--- src/rtl/irq_pkg.sv ---
package irq_pkg;
  localparam int PRIO_W = 4;
  localparam int NUM_SW = 8;
  localparam int DATA_W = 16;

  // register word addresses
  localparam int REG_CTL = 0;
  localparam int REG_CUR = 1;
  localparam int REG_VEC = 2;
  localparam int REG_EOI = 3;
  localparam int REG_SWR = 4;
  localparam int REG_STS = 5;
  localparam int REG_PRIO_BASE = 8;

  typedef struct packed {
    logic push;    // acknowledge: save running level, load new one
    logic pop;     // end of interrupt: restore saved level
    logic wrCur;   // direct write of running level
    logic wrPrio;  // write into a source level register
    logic wrSw;    // software source set/clear
    logic wrSts;   // sticky flag clear
    logic wrCtl;   // mode register write
  } ctrlStrobes_t;
endpackage

--- src/rtl/irq_prio_lifo.sv ---
module irq_prio_lifo #(
  parameter int DEPTH = 16,
  parameter int W     = 4
) (
  input  logic         clk,
  input  logic         rstN,
  input  logic         push,
  input  logic         pop,
  input  logic [W-1:0] din,
  input  logic         clrOvf,
  input  logic         clrUnf,
  output logic [W-1:0] top,
  output logic         empty,
  output logic         ovf,
  output logic         unf
);
  localparam int CNT_W = $clog2(DEPTH + 1);
  localparam int PTR_W = $clog2(DEPTH);

  logic [W-1:0]     mem [DEPTH];
  logic [CNT_W-1:0] cnt;
  logic             full;

  assign full  = (cnt == CNT_W'(DEPTH));
  assign empty = (cnt == '0);
  assign top   = mem[PTR_W'(cnt - CNT_W'(1))];

  always_ff @(posedge clk) begin
    if (push && !full) mem[cnt[PTR_W-1:0]] <= din;
  end

  always_ff @(posedge clk) begin
    if (!rstN) begin
      cnt <= '0;
      ovf <= 1'b0;
      unf <= 1'b0;
    end else begin
      if (push && !full)       cnt <= cnt + CNT_W'(1);
      else if (pop && !empty)  cnt <= cnt - CNT_W'(1);
      ovf <= (ovf & ~clrOvf) | (push & full);
      unf <= (unf & ~clrUnf) | (pop & ~push & empty);
    end
  end

  assert_no_overflow_R11: assert property (@(posedge clk) disable iff (!rstN)
    cnt <= CNT_W'(DEPTH));
  assert_ovf_sticky_R11: assert property (@(posedge clk) disable iff (!rstN)
    (push && full) |=> ovf);
  assert_pop_depth_R7: assert property (@(posedge clk) disable iff (!rstN)
    (pop && !push && !empty) |=> cnt == $past(cnt) - CNT_W'(1));
endmodule

--- src/rtl/irq_ctrl.sv ---
module irq_ctrl
  import irq_pkg::*;
#(
  parameter int NSRC   = 24,
  parameter int ADDR_W = 5
) (
  input  logic              regWrEn,
  input  logic              regRdEn,
  input  logic [ADDR_W-1:0] regAddr,
  input  logic              ackIn,
  input  logic              irqOut,
  input  logic              hwVecMode,
  output ctrlStrobes_t      strobes
);
  logic ackHw, ackSw, isPrioAddr;

  assign ackHw      = hwVecMode && ackIn && irqOut;
  assign ackSw      = !hwVecMode && regRdEn && (int'(regAddr) == REG_VEC) && irqOut;
  assign isPrioAddr = (int'(regAddr) >= REG_PRIO_BASE) &&
                      (int'(regAddr) <  REG_PRIO_BASE + NSRC);

  always_comb begin
    strobes.push   = ackHw || ackSw;
    strobes.pop    = regWrEn && (int'(regAddr) == REG_EOI) && !strobes.push;
    strobes.wrCur  = regWrEn && (int'(regAddr) == REG_CUR) && !strobes.push;
    strobes.wrPrio = regWrEn && isPrioAddr;
    strobes.wrSw   = regWrEn && (int'(regAddr) == REG_SWR);
    strobes.wrSts  = regWrEn && (int'(regAddr) == REG_STS);
    strobes.wrCtl  = regWrEn && (int'(regAddr) == REG_CTL);
  end
endmodule

--- src/rtl/irq_datapath.sv ---
module irq_datapath
  import irq_pkg::*;
#(
  parameter int NUM_HW     = 16,
  parameter int VEC_W      = 9,
  parameter int LIFO_DEPTH = 16,
  parameter int ADDR_W     = 5
) (
  input  logic              clk,
  input  logic              rstN,
  input  ctrlStrobes_t      strobes,
  input  logic [NUM_HW-1:0] hwReq,
  input  logic [ADDR_W-1:0] regAddr,
  input  logic [DATA_W-1:0] regWrData,
  output logic [DATA_W-1:0] regRdData,
  output logic              hwVecMode,
  output logic              irqOut,
  output logic [VEC_W-1:0]  vecOut
);
  localparam int NSRC  = NUM_SW + NUM_HW;
  localparam int IDX_W = $clog2(NSRC);

  logic [PRIO_W-1:0] prioTab [NSRC];
  logic [NUM_SW-1:0] swPend;
  logic [NUM_HW-1:0] reqQ;
  logic [NSRC-1:0]   pendAll;

  logic              arbValid;
  logic [PRIO_W-1:0] arbPrio;
  logic [IDX_W-1:0]  arbIdx;
  logic              winValid;
  logic [PRIO_W-1:0] winPrio;
  logic [IDX_W-1:0]  winIdx;

  logic [PRIO_W-1:0] irqPrio;
  logic [PRIO_W-1:0] curPrio, curPrioNext;
  logic [PRIO_W-1:0] lifoTop;
  logic              lifoEmpty, ovfFlag, unfFlag;

  // level registers, one per source
  for (genvar g = 0; g < NSRC; g++) begin : gPrio
    always_ff @(posedge clk) begin
      if (!rstN) prioTab[g] <= '0;
      else if (strobes.wrPrio && int'(regAddr) == REG_PRIO_BASE + g)
        prioTab[g] <= regWrData[PRIO_W-1:0];
    end
  end

  // stage 1: capture requests; software sources share the stage
  always_ff @(posedge clk) begin
    if (!rstN) begin
      reqQ      <= '0;
      swPend    <= '0;
      hwVecMode <= 1'b1;
    end else begin
      reqQ <= hwReq;
      if (strobes.wrSw)
        swPend <= (swPend | regWrData[NUM_SW-1:0]) & ~regWrData[2*NUM_SW-1:NUM_SW];
      if (strobes.wrCtl) hwVecMode <= regWrData[0];
    end
  end

  assign pendAll = {reqQ, swPend};

  // highest level wins, lowest index breaks ties (strict compare)
  always_comb begin
    arbValid = 1'b0;
    arbPrio  = '0;
    arbIdx   = '0;
    for (int i = 0; i < NSRC; i++) begin
      if (pendAll[i] && (!arbValid || prioTab[i] > arbPrio)) begin
        arbValid = 1'b1;
        arbPrio  = prioTab[i];
        arbIdx   = IDX_W'(i);
      end
    end
  end

  // stage 2: arbitration result
  always_ff @(posedge clk) begin
    if (!rstN) begin
      winValid <= 1'b0;
      winPrio  <= '0;
      winIdx   <= '0;
    end else begin
      winValid <= arbValid;
      winPrio  <= arbPrio;
      winIdx   <= arbIdx;
    end
  end

  // running level after this edge; acknowledge has precedence
  always_comb begin
    curPrioNext = curPrio;
    if (strobes.push)                   curPrioNext = irqPrio;
    else if (strobes.pop && !lifoEmpty) curPrioNext = lifoTop;
    else if (strobes.wrCur)             curPrioNext = regWrData[PRIO_W-1:0];
  end

  // stage 3: request and vector toward the processor
  always_ff @(posedge clk) begin
    if (!rstN) begin
      irqOut  <= 1'b0;
      irqPrio <= '0;
      vecOut  <= '0;
      curPrio <= '0;
    end else begin
      irqOut  <= winValid && (winPrio > curPrioNext);
      irqPrio <= winPrio;
      vecOut  <= VEC_W'(winIdx);
      curPrio <= curPrioNext;
    end
  end

  irq_prio_lifo #(.DEPTH(LIFO_DEPTH), .W(PRIO_W)) uLifo (
    .clk    (clk),
    .rstN   (rstN),
    .push   (strobes.push),
    .pop    (strobes.pop),
    .din    (curPrio),
    .clrOvf (strobes.wrSts & regWrData[0]),
    .clrUnf (strobes.wrSts & regWrData[1]),
    .top    (lifoTop),
    .empty  (lifoEmpty),
    .ovf    (ovfFlag),
    .unf    (unfFlag)
  );

  always_comb begin
    regRdData = '0;
    case (int'(regAddr))
      REG_CTL: regRdData[0] = hwVecMode;
      REG_CUR: regRdData[PRIO_W-1:0] = curPrio;
      REG_VEC: begin
        regRdData[DATA_W-1]  = irqOut;
        regRdData[VEC_W-1:0] = vecOut;
      end
      REG_SWR: regRdData[NUM_SW-1:0] = swPend;
      REG_STS: regRdData[1:0] = {unfFlag, ovfFlag};
      default: begin
        for (int i = 0; i < NSRC; i++)
          if (int'(regAddr) == REG_PRIO_BASE + i) regRdData[PRIO_W-1:0] = prioTab[i];
      end
    endcase
  end

  assert_irq_above_cur_R3: assert property (@(posedge clk) disable iff (!rstN)
    irqOut |-> irqPrio > curPrio);
  assert_vec_range_R3: assert property (@(posedge clk) disable iff (!rstN)
    irqOut |-> int'(vecOut) < NSRC);
  assert_ack_loads_R6: assert property (@(posedge clk) disable iff (!rstN)
    strobes.push |=> curPrio == $past(irqPrio));
  assert_eoi_restore_R7: assert property (@(posedge clk) disable iff (!rstN)
    (strobes.pop && !lifoEmpty) |=> curPrio == $past(lifoTop));
  assert_underflow_keeps_R11: assert property (@(posedge clk) disable iff (!rstN)
    (strobes.pop && lifoEmpty) |=> (curPrio == $past(curPrio)) && unfFlag);
endmodule

--- src/rtl/prio_irq_ctrl.sv ---
module prio_irq_ctrl
  import irq_pkg::*;
#(
  parameter int NUM_HW     = 16,
  parameter int VEC_W      = 9,
  parameter int LIFO_DEPTH = 16,
  parameter int ADDR_W     = $clog2(REG_PRIO_BASE + NUM_SW + NUM_HW)
) (
  input  logic              clk,
  input  logic              rstN,
  input  logic [NUM_HW-1:0] hwReq,
  input  logic              regWrEn,
  input  logic              regRdEn,
  input  logic [ADDR_W-1:0] regAddr,
  input  logic [15:0]       regWrData,
  output logic [15:0]       regRdData,
  input  logic              ackIn,
  output logic              irqOut,
  output logic [VEC_W-1:0]  vecOut
);
  localparam int NSRC = NUM_SW + NUM_HW;

  ctrlStrobes_t strobes;
  logic         hwVecMode;

  irq_ctrl #(.NSRC(NSRC), .ADDR_W(ADDR_W)) uCtrl (
    .regWrEn   (regWrEn),
    .regRdEn   (regRdEn),
    .regAddr   (regAddr),
    .ackIn     (ackIn),
    .irqOut    (irqOut),
    .hwVecMode (hwVecMode),
    .strobes   (strobes)
  );

  irq_datapath #(
    .NUM_HW(NUM_HW), .VEC_W(VEC_W), .LIFO_DEPTH(LIFO_DEPTH), .ADDR_W(ADDR_W)
  ) uDp (
    .clk       (clk),
    .rstN      (rstN),
    .strobes   (strobes),
    .hwReq     (hwReq),
    .regAddr   (regAddr),
    .regWrData (regWrData),
    .regRdData (regRdData),
    .hwVecMode (hwVecMode),
    .irqOut    (irqOut),
    .vecOut    (vecOut)
  );
endmodule

--- config.mk ---
export PLATFORM = sky130hd
export DESIGN_NAME = prio_irq_ctrl
export DESIGN_NICKNAME = d
export VERILOG_FILES = /design/src/rtl/irq_pkg.sv /design/src/rtl/irq_prio_lifo.sv /design/src/rtl/irq_ctrl.sv /design/src/rtl/irq_datapath.sv /design/src/rtl/prio_irq_ctrl.sv
export SDC_FILE = /design/constraint.sdc
export NUM_CORES = 1
export LEC_CHECK = 0
export BUFFER_PORTS_ARGS = -buffer_cell sky130_fd_sc_hd__buf_2
export CORE_ASPECT_RATIO = 2
export CORE_UTILIZATION = 45
export DETAILED_ROUTE_END_ITERATION = 8
export HOLD_SLACK_MARGIN = 0.02
export PLACE_DENSITY = 0.59
export REMOVE_ABC_BUFFERS = 1
export SLEW_MARGIN = 30
export SYNTH_ARGS = -nofsm -noshare
export SYNTH_HDL_FRONTEND = slang
export SYNTH_SLANG_ARGS = --single-unit
--- constraint.sdc ---
create_clock -name clk -period 91.9 [get_ports clk]
set_clock_uncertainty 0.15 [all_clocks]
set_input_delay 18.38 -clock clk [delete_from_list [all_inputs] [get_ports clk]]
set_output_delay 18.38 -clock clk [all_outputs]
set_load 0.01 [all_outputs]
# [After elaboration in Yosys (flattened, before gate mapping)]
# Memory sizes are Yosys's and may differ from the RTL's.
# Cells that the tools add are included.
[op_classes] order_cmp=25 n_bitwise=40 reduce_logical=120 n_mux=205 add_sub_neg=2 eq_ne=34
[op_table] operator="4-bit 2-to-1 mux" count=83
[op_table] operator="1-bit 2-to-1 mux" count=102
[op_table] operator="4-bit greater-than comparator" count=24
[op_table] operator="5-bit equality test, second input constant" count=17
[op_table] operator="1-bit logical AND" count=63
[op_table] operator="5-bit 2-to-1 mux" count=10
[op_table] operator="5-bit by 3-bit equality test with 1-bit output, second input constant" count=6
[op_table] operator="5-bit by 4-bit equality test with 1-bit output, second input constant" count=6
[op_table] operator="1-bit zero test" count=27
[op_table] operator="1-bit bitwise OR" count=26
[op_table] operator="1-bit logical OR" count=24
[op_table] operator="5-bit by 2-bit equality test with 1-bit output, second input constant" count=3
[op_table] operator="5-bit zero test" count=3
[op_table] operator="3-bit 2-to-1 mux" count=4
[op_table] operator="5-bit by 1-bit equality test with 1-bit output, second input constant" count=2
[op_table] operator="1-bit one-hot mux with 5 select lines" count=2
[op_table] operator="9-bit OR reduction" count=1
[op_table] operator="8-bit bitwise AND" count=1
[op_table] operator="8-bit inverter" count=1
[op_table] operator="8-bit bitwise OR" count=1
[op_table] operator="2-bit one-hot mux with 4 select lines" count=1
[op_table] operator="4-bit one-hot mux with 2 select lines" count=1
[op_table] operator="1-bit bitwise AND" count=7
[op_table] operator="5-bit by 1-bit adder with 5-bit output, second input constant" count=1
[op_table] operator="6 further kinds" count=10
[totals] regBits=60 inputBits=42 ramBits=160 wordCells=443 out_inout_bits=26 mem_count=2
[memory_table] memory="uDp.prioTab" words=24 width=4 read_ports=24 rd_clocked_by_memory_dff=0 wr=24 line_no="irq_datapath.sv:23" source="logic [PRIO_W-1:0] prioTab [NSRC];"
[memory_table] memory="uDp.uLifo.mem" words=16 width=4 read_ports=1 rd_clocked_by_memory_dff=0 wr=1 line_no="irq_prio_lifo.sv:20" source="logic [W-1:0] mem [DEPTH];"

# [Logic depth before layout (Yosys ltp)]
# An unclocked memory read counts as a cell.
[depth] word_depth=94 depth_mapped=211 ltp_nobuf=202

# [Hierarchy]
# From an unflattened synthesis, not the netlist that was laid out.
[hier_totals] hier_cells=1572 area_unflattened_um2=14825.5
[modules_own_cells] mod="irq_datapath" seq_area_each_um2=3863.7 n_inst=1 cells_per_inst=1336 area_per_inst_um2=11651.2
[modules_own_cells] mod="irq_prio_lifo" seq_area_each_um2=2062.0 n_inst=1 cells_per_inst=221 area_per_inst_um2=3069.2
[modules_own_cells] mod="irq_ctrl" seq_area_each_um2=0.0 n_inst=1 cells_per_inst=15 area_per_inst_um2=105.1

# [Least setup slack after synthesis]
# Ideal clock, no wire load.
[synth_path] kind="input to output" start="input regAddr[0]" end="output regRdData[3]" path_buffers=4 stages=8 required_ns=73.370 t_arrival_ns=20.517 setup_slack_ns=52.853 cell_sequence="clkbuf_1 > clkbuf_1 > buf_1 > clkbuf_1 > nor2_1 > a32o_1 > a2111oi_0 > a31oi_1"
[synth_between] elab_chain_len=26
[synth_rtl] item="from (decl)" line_no="prio_irq_ctrl.sv:14" source="input logic [ADDR_W-1:0] regAddr,"
[synth_rtl] item="5-bit equality test" line_no="irq_datapath.sv:142" source="if (int'(regAddr) == REG_PRIO_BASE + i) regRdData[PRIO_W-1:0] = prioTab[i];"
[synth_rtl] item="4-bit 2-to-1 mux (24 in a row)" line_no="irq_datapath.sv:142"
[synth_rtl] item="2-bit one-hot mux with 4 select lines *" line_no="irq_datapath.sv:131" source="case (int'(regAddr))"
[synth_rtl] item="to (decl)" line_no="prio_irq_ctrl.sv:16" source="output logic [15:0] regRdData,"
# Every way passes the cells marked *; elsewhere a longest branch is shown, timed or not.

# [Worst setup path in the final report]
[layout_path] start="register uDp.swPend[0]" end="register uDp.winIdx[3]"
[layout_between] elab_chain_len=93
[layout_rtl] item="from (decl)" line_no="irq_datapath.sv:24" source="logic [NUM_SW-1:0] swPend;"
[layout_rtl] item="from (signal assigned)" line_no="irq_datapath.sv:58" source="swPend <= (swPend | regWrData[NUM_SW-1:0]) & ~regWrData[2*NUM_SW-1:NUM_SW];"
[layout_rtl] item="4-bit 2-to-1 mux or 1-bit 2-to-1 mux (tied branches)" line_no="irq_datapath.sv:71" source="if (pendAll[i] && (!arbValid || prioTab[i] > arbPrio)) begin"
[layout_rtl] item="4-bit greater-than comparator or 1-bit zero test (tied branches)" line_no="irq_datapath.sv:71"
[layout_rtl] item="1-bit logical OR" line_no="irq_datapath.sv:71"
[layout_rtl] item="1-bit logical AND" line_no="irq_datapath.sv:71"
[layout_rtl] item="4-bit 2-to-1 mux or 1-bit 2-to-1 mux (tied branches)" line_no="irq_datapath.sv:71"
[layout_rtl] item="4-bit greater-than comparator or 1-bit zero test (tied branches)" line_no="irq_datapath.sv:71"
[layout_rtl] item="1-bit logical OR" line_no="irq_datapath.sv:71"
[layout_rtl] item="1-bit logical AND" line_no="irq_datapath.sv:71"
[layout_rtl] item="[... 77 more ...]"
[layout_rtl] item="4-bit greater-than comparator or 1-bit zero test (tied branches)" line_no="irq_datapath.sv:71"
[layout_rtl] item="1-bit logical OR" line_no="irq_datapath.sv:71"
[layout_rtl] item="1-bit logical AND" line_no="irq_datapath.sv:71"
[layout_rtl] item="4-bit 2-to-1 mux or 1-bit 2-to-1 mux (tied branches)" line_no="irq_datapath.sv:71"
[layout_rtl] item="4-bit greater-than comparator or 1-bit zero test (tied branches)" line_no="irq_datapath.sv:71"
[layout_rtl] item="1-bit logical OR" line_no="irq_datapath.sv:71"
[layout_rtl] item="1-bit logical AND" line_no="irq_datapath.sv:71"
[layout_rtl] item="9-bit OR reduction (no line)"
[layout_rtl] item="to (signal assigned)" line_no="irq_datapath.sv:88" source="winIdx <= arbIdx;"
[layout_rtl] item="to (decl)" line_no="irq_datapath.sv:33" source="logic [IDX_W-1:0] winIdx;"
# Parallel ways exist; a longest one is shown, timed or not.
# A chain may end at the register's enable or synchronous reset.

==> results.tsv <==
metric	value	unit
status	completed	
RD Place Congestion	0.9338	
busiest layer in global routing	met2	
M3 GR Usage	2.407	%
number of max-cap violations	0	
clk_lat worst skew	0.53	ns
Total GRT Usage	28.84	%
post_cts resized	0	
initial core utilization	45.53	%
Worst slew margin	35.64	%
Final HPWL DP	37450	um
area of all sequential standard cells	5926	um^2
crit-path max cell delay	0.74	ns
pin count of the biggest net entering global routing	48	
worst r2r src	uDp.swPend[0]$_SDFFE_PN0P_	
root buf cell	clkbuf_16	
P per Cell Area	19.25	nW/um^2
DRT iter0 DRCs	708	
Gate Count Post-Synth	1538	
Syn Area/Cell	9.713	um^2
wire length per cell	24.00	um
Slew Limit Fails	0	
die footprint	33980	um^2
ANT nets after route	0	
share of layout cells above drive strength 1	12.74	%
# rows	94	
GR Overflow Total	0	
DR pass1 iterations	5	
met2 Resource Use GR	56.78	%
setup TNS	0	ns
final total power	313.2	uW
Ports	68	
Yosys top cell area share	32.16	%
post-synthesis sequential area ratio	39.66	%
yosys warns	0	
first-pass GRT wire length	72110	um
Worst Tran Pin Value	0.9566	ns
Netlist Area Pre-Place	14940	um^2
period utilisation layout	44.13	%
CP Capture Type	flop	
Fill cells	3078	
unrepaired setup endpoints after global routing	false	
Synth cell types	102	
Buf/Inv on CP	15	
largest area contributor in the netlist	edfxtp_1	
CP max stage cell	a21oi_1	
HP Class	flop to flop	
M1 GR Usage	26.58	%
post-synthesis async set-or-reset flop share	0	%
vias in the first global route	12660	
number of flops mapped to enable cells by yosys	160	
Final Hold Viols	0	
count of buffers from port buffering	56	
Peak VDD IR	20.82	uV
CTS tree	yes	
Multi-input gate area	8314	um^2
#FFs+latches synth	216	
Primary FF master, synth	edfxtp_1	
core area	32810	um^2
total number of vias	12440	
startpoint types	flop	
height of the die	259.7	um
Die W	130.8	um
final setup violation count	0	
hold path endpoint	uDp.vecOut[2]$_SDFF_PN0_	
Min Clock Period, post-route	40.56	ns
Arrival @ worst endpoint	40.82	ns
DRC Markers	0	
reg2reg setup slack	51.34	ns
Setup Crit Path Kind	flop to flop	
critical path fanouts, max	15	
vias per cell	6.216	
Max Clk Rate	0.02466	GHz
CP top delay family	compound AO/OA/AOI/OAI gates	
largest cells by area after synthesis	edfxtp_1, dfxtp_1, ha_1, and2_1, mux4_2	
H-tree levels	1	
WP data required	92.17	ns
initial antenna violation count	0	
number of buffers created by CTS	21	
Most Frequent Cell on Critical Path	a21oi_1	
Worst R2R End	uDp.winIdx[3]$_SDFF_PP0_	
Post CTS Setup Buffer Count	0	
hold path startpoint	uDp.winIdx[2]$_SDFF_PN0_	
Worst R2R Path Depth	188	
Area growth syn-to-layout	8.886	%
worst-case clock buffer depth	3	
nets	1682	
DRT Wirelength	48050	um
Lkg Pwr	0.006478	uW
ant diodes	0	
WHS Path Cells	1	
CTS Sinks	216	
Clk pin slew, worst setup/hold paths	0.07	ns
CTS Hold Bufs	0	
## worst max path at each step
stage / from / end / slack, ns / cells after the start
3_3_place_gp: regAddr[1] / regRdData[0] / 52.14 / 9
6_report: uDp.swPend[0]$_SDFFE_PN0P_ / uDp.winIdx[3]$_SDFF_PP0_ / 51.34 / 188
2_1_floorplan: regAddr[0] / regRdData[0] / 53.43 / 10
4_1_cts: uDp.swPend[0]$_SDFFE_PN0P_ / uDp.winIdx[3]$_SDFF_PP0_ / 51.58 / 188
3_5_place_dp: uDp.swPend[0]$_SDFFE_PN0P_ / uDp.winIdx[3]$_SDFF_PP0_ / 51.71 / 188
5_1_grt: uDp.swPend[0]$_SDFFE_PN0P_ / uDp.winIdx[3]$_SDFF_PP0_ / 47.75 / 188
## report_power, final
group | switching (uW) | leakage, uW | total, uW | internal, uW
clock | 39.6 | 0.000357 | 94.9 | 55.2
combinational | 59.1 | 0.00404 | 101 | 42.4
sequential | 6.39 | 0.00208 | 117 | 110
total | 105 | 0.00648 | 313 | 208
## state kept, by name (all words and copies together), names as in the netlist
name	flops
uDp.curPrio	4
uDp.hwVecMode	1
uDp.irqOut	1
uDp.irqPrio	4
uDp.prioTab	96
uDp.reqQ	16
uDp.swPend	8
uDp.uLifo.cnt	5
uDp.uLifo.mem	64
uDp.uLifo.ovf	1
uDp.uLifo.unf	1
uDp.vecOut	5
uDp.winIdx	5
uDp.winPrio	4
uDp.winValid	1
## layout make-up
| class | instances | share of cell area, % |
|---|---|---|
| well taps | 432 | 3.323 |
| flip-flops and latches | 216 | 36.43 |
| repair buffers | 68 | 2.277 |
| inverters | 100 | 2.308 |
| clock inverters | 13 | 1.108 |
| multi-input cells | 1148 | 51.11 |
| clock buffers | 25 | 3.446 |
## stage by stage
step / cell area (um^2) / util, % / cells / hold WS (ns) / setup WS, ns
finish: 16270 / 49.57 / 2002 / 0.2914 / 51.34
global placement: 15510 / 47.27 / 1964 / 0.2704 / 52.14
global route: 16270 / 49.57 / 2002 / 0.3081 / 47.75
floorplan: 14600 / - / 1464 / 0.2618 / 53.43
detailed placement: 15520 / 47.30 / 1964 / 0.2776 / 51.71
CTS: 16260 / 49.56 / 2002 / 0.2903 / 51.58
## Yosys cell counts, types with 6 or more instances
| cell type | instances |
|---|---|
| o21a_1 | 17 |
| a2111oi_0 | 6 |
| o21ai_0 | 97 |
| inv_1 | 98 |
| nand2_1 | 100 |
| a22oi_1 | 13 |
| nor3_1 | 32 |
| dfxtp_1 | 56 |
| a21o_1 | 9 |
| a31oi_1 | 23 |
| clkbuf_1 | 60 |
| mux2i_1 | 25 |
| and2_1 | 91 |
| nand4_1 | 13 |
| nand3_1 | 38 |
| a211oi_1 | 19 |
| and3_1 | 77 |
| a311oi_1 | 7 |
| edfxtp_1 | 160 |
| nand3b_1 | 7 |
| o31ai_1 | 6 |
| o311ai_0 | 6 |
| buf_4 | 13 |
| nor2_1 | 93 |
| a21oi_1 | 83 |
| mux4_2 | 24 |
| a221oi_1 | 6 |
| nor2b_1 | 24 |
| o21ai_1 | 10 |
| o22ai_1 | 7 |
| o211ai_1 | 21 |
| or2_2 | 11 |
| ha_1 | 85 |
| mux2_2 | 12 |
| o211a_1 | 10 |
| a211o_1 | 12 |
| nand2b_1 | 15 |
## logic make-up after synthesis
family                     share of synthesized area [%]
DFF                                                39.67
and+or+nand+nor                                    19.00
xor gates and xnor gates                          0.2345
AOI/OAI and AO/OA                                  22.08
other                                            0.02510
buffers and inverters                              5.042
muxes                                              6.700
adders and majority gates                          7.253
## placed cells by master (no fill, tap or decap), drive strengths merged, types with 8 or more instances in the layout
master	instances
dfxtp	56
mux2	17
and3	77
clkbuf	25
o211ai	24
edfxtp	160
a21oi	86
and2	91
nand4	14
a22oi	16
o31ai	10
nand2	100
nor3	34
nand2b	15
o21ai	108
nand3	38
buf	68
nor2b	24
ha	85
a211o	13
mux4	24
inv	101
o21a	18
conb	11
mux2i	25
o211a	11
a2111oi	9
nor2	93
a211oi	25
a21o	9
a311oi	8
a31oi	25
or2	13
## metal layers
metal,vias to the layer above,share of wire [%]
met5,-,0
met4,0,7.6
met3,155,3.3
met2,389,56
met1,6051,33
li1,5849,-
Power figures use the tool's default switching activity.
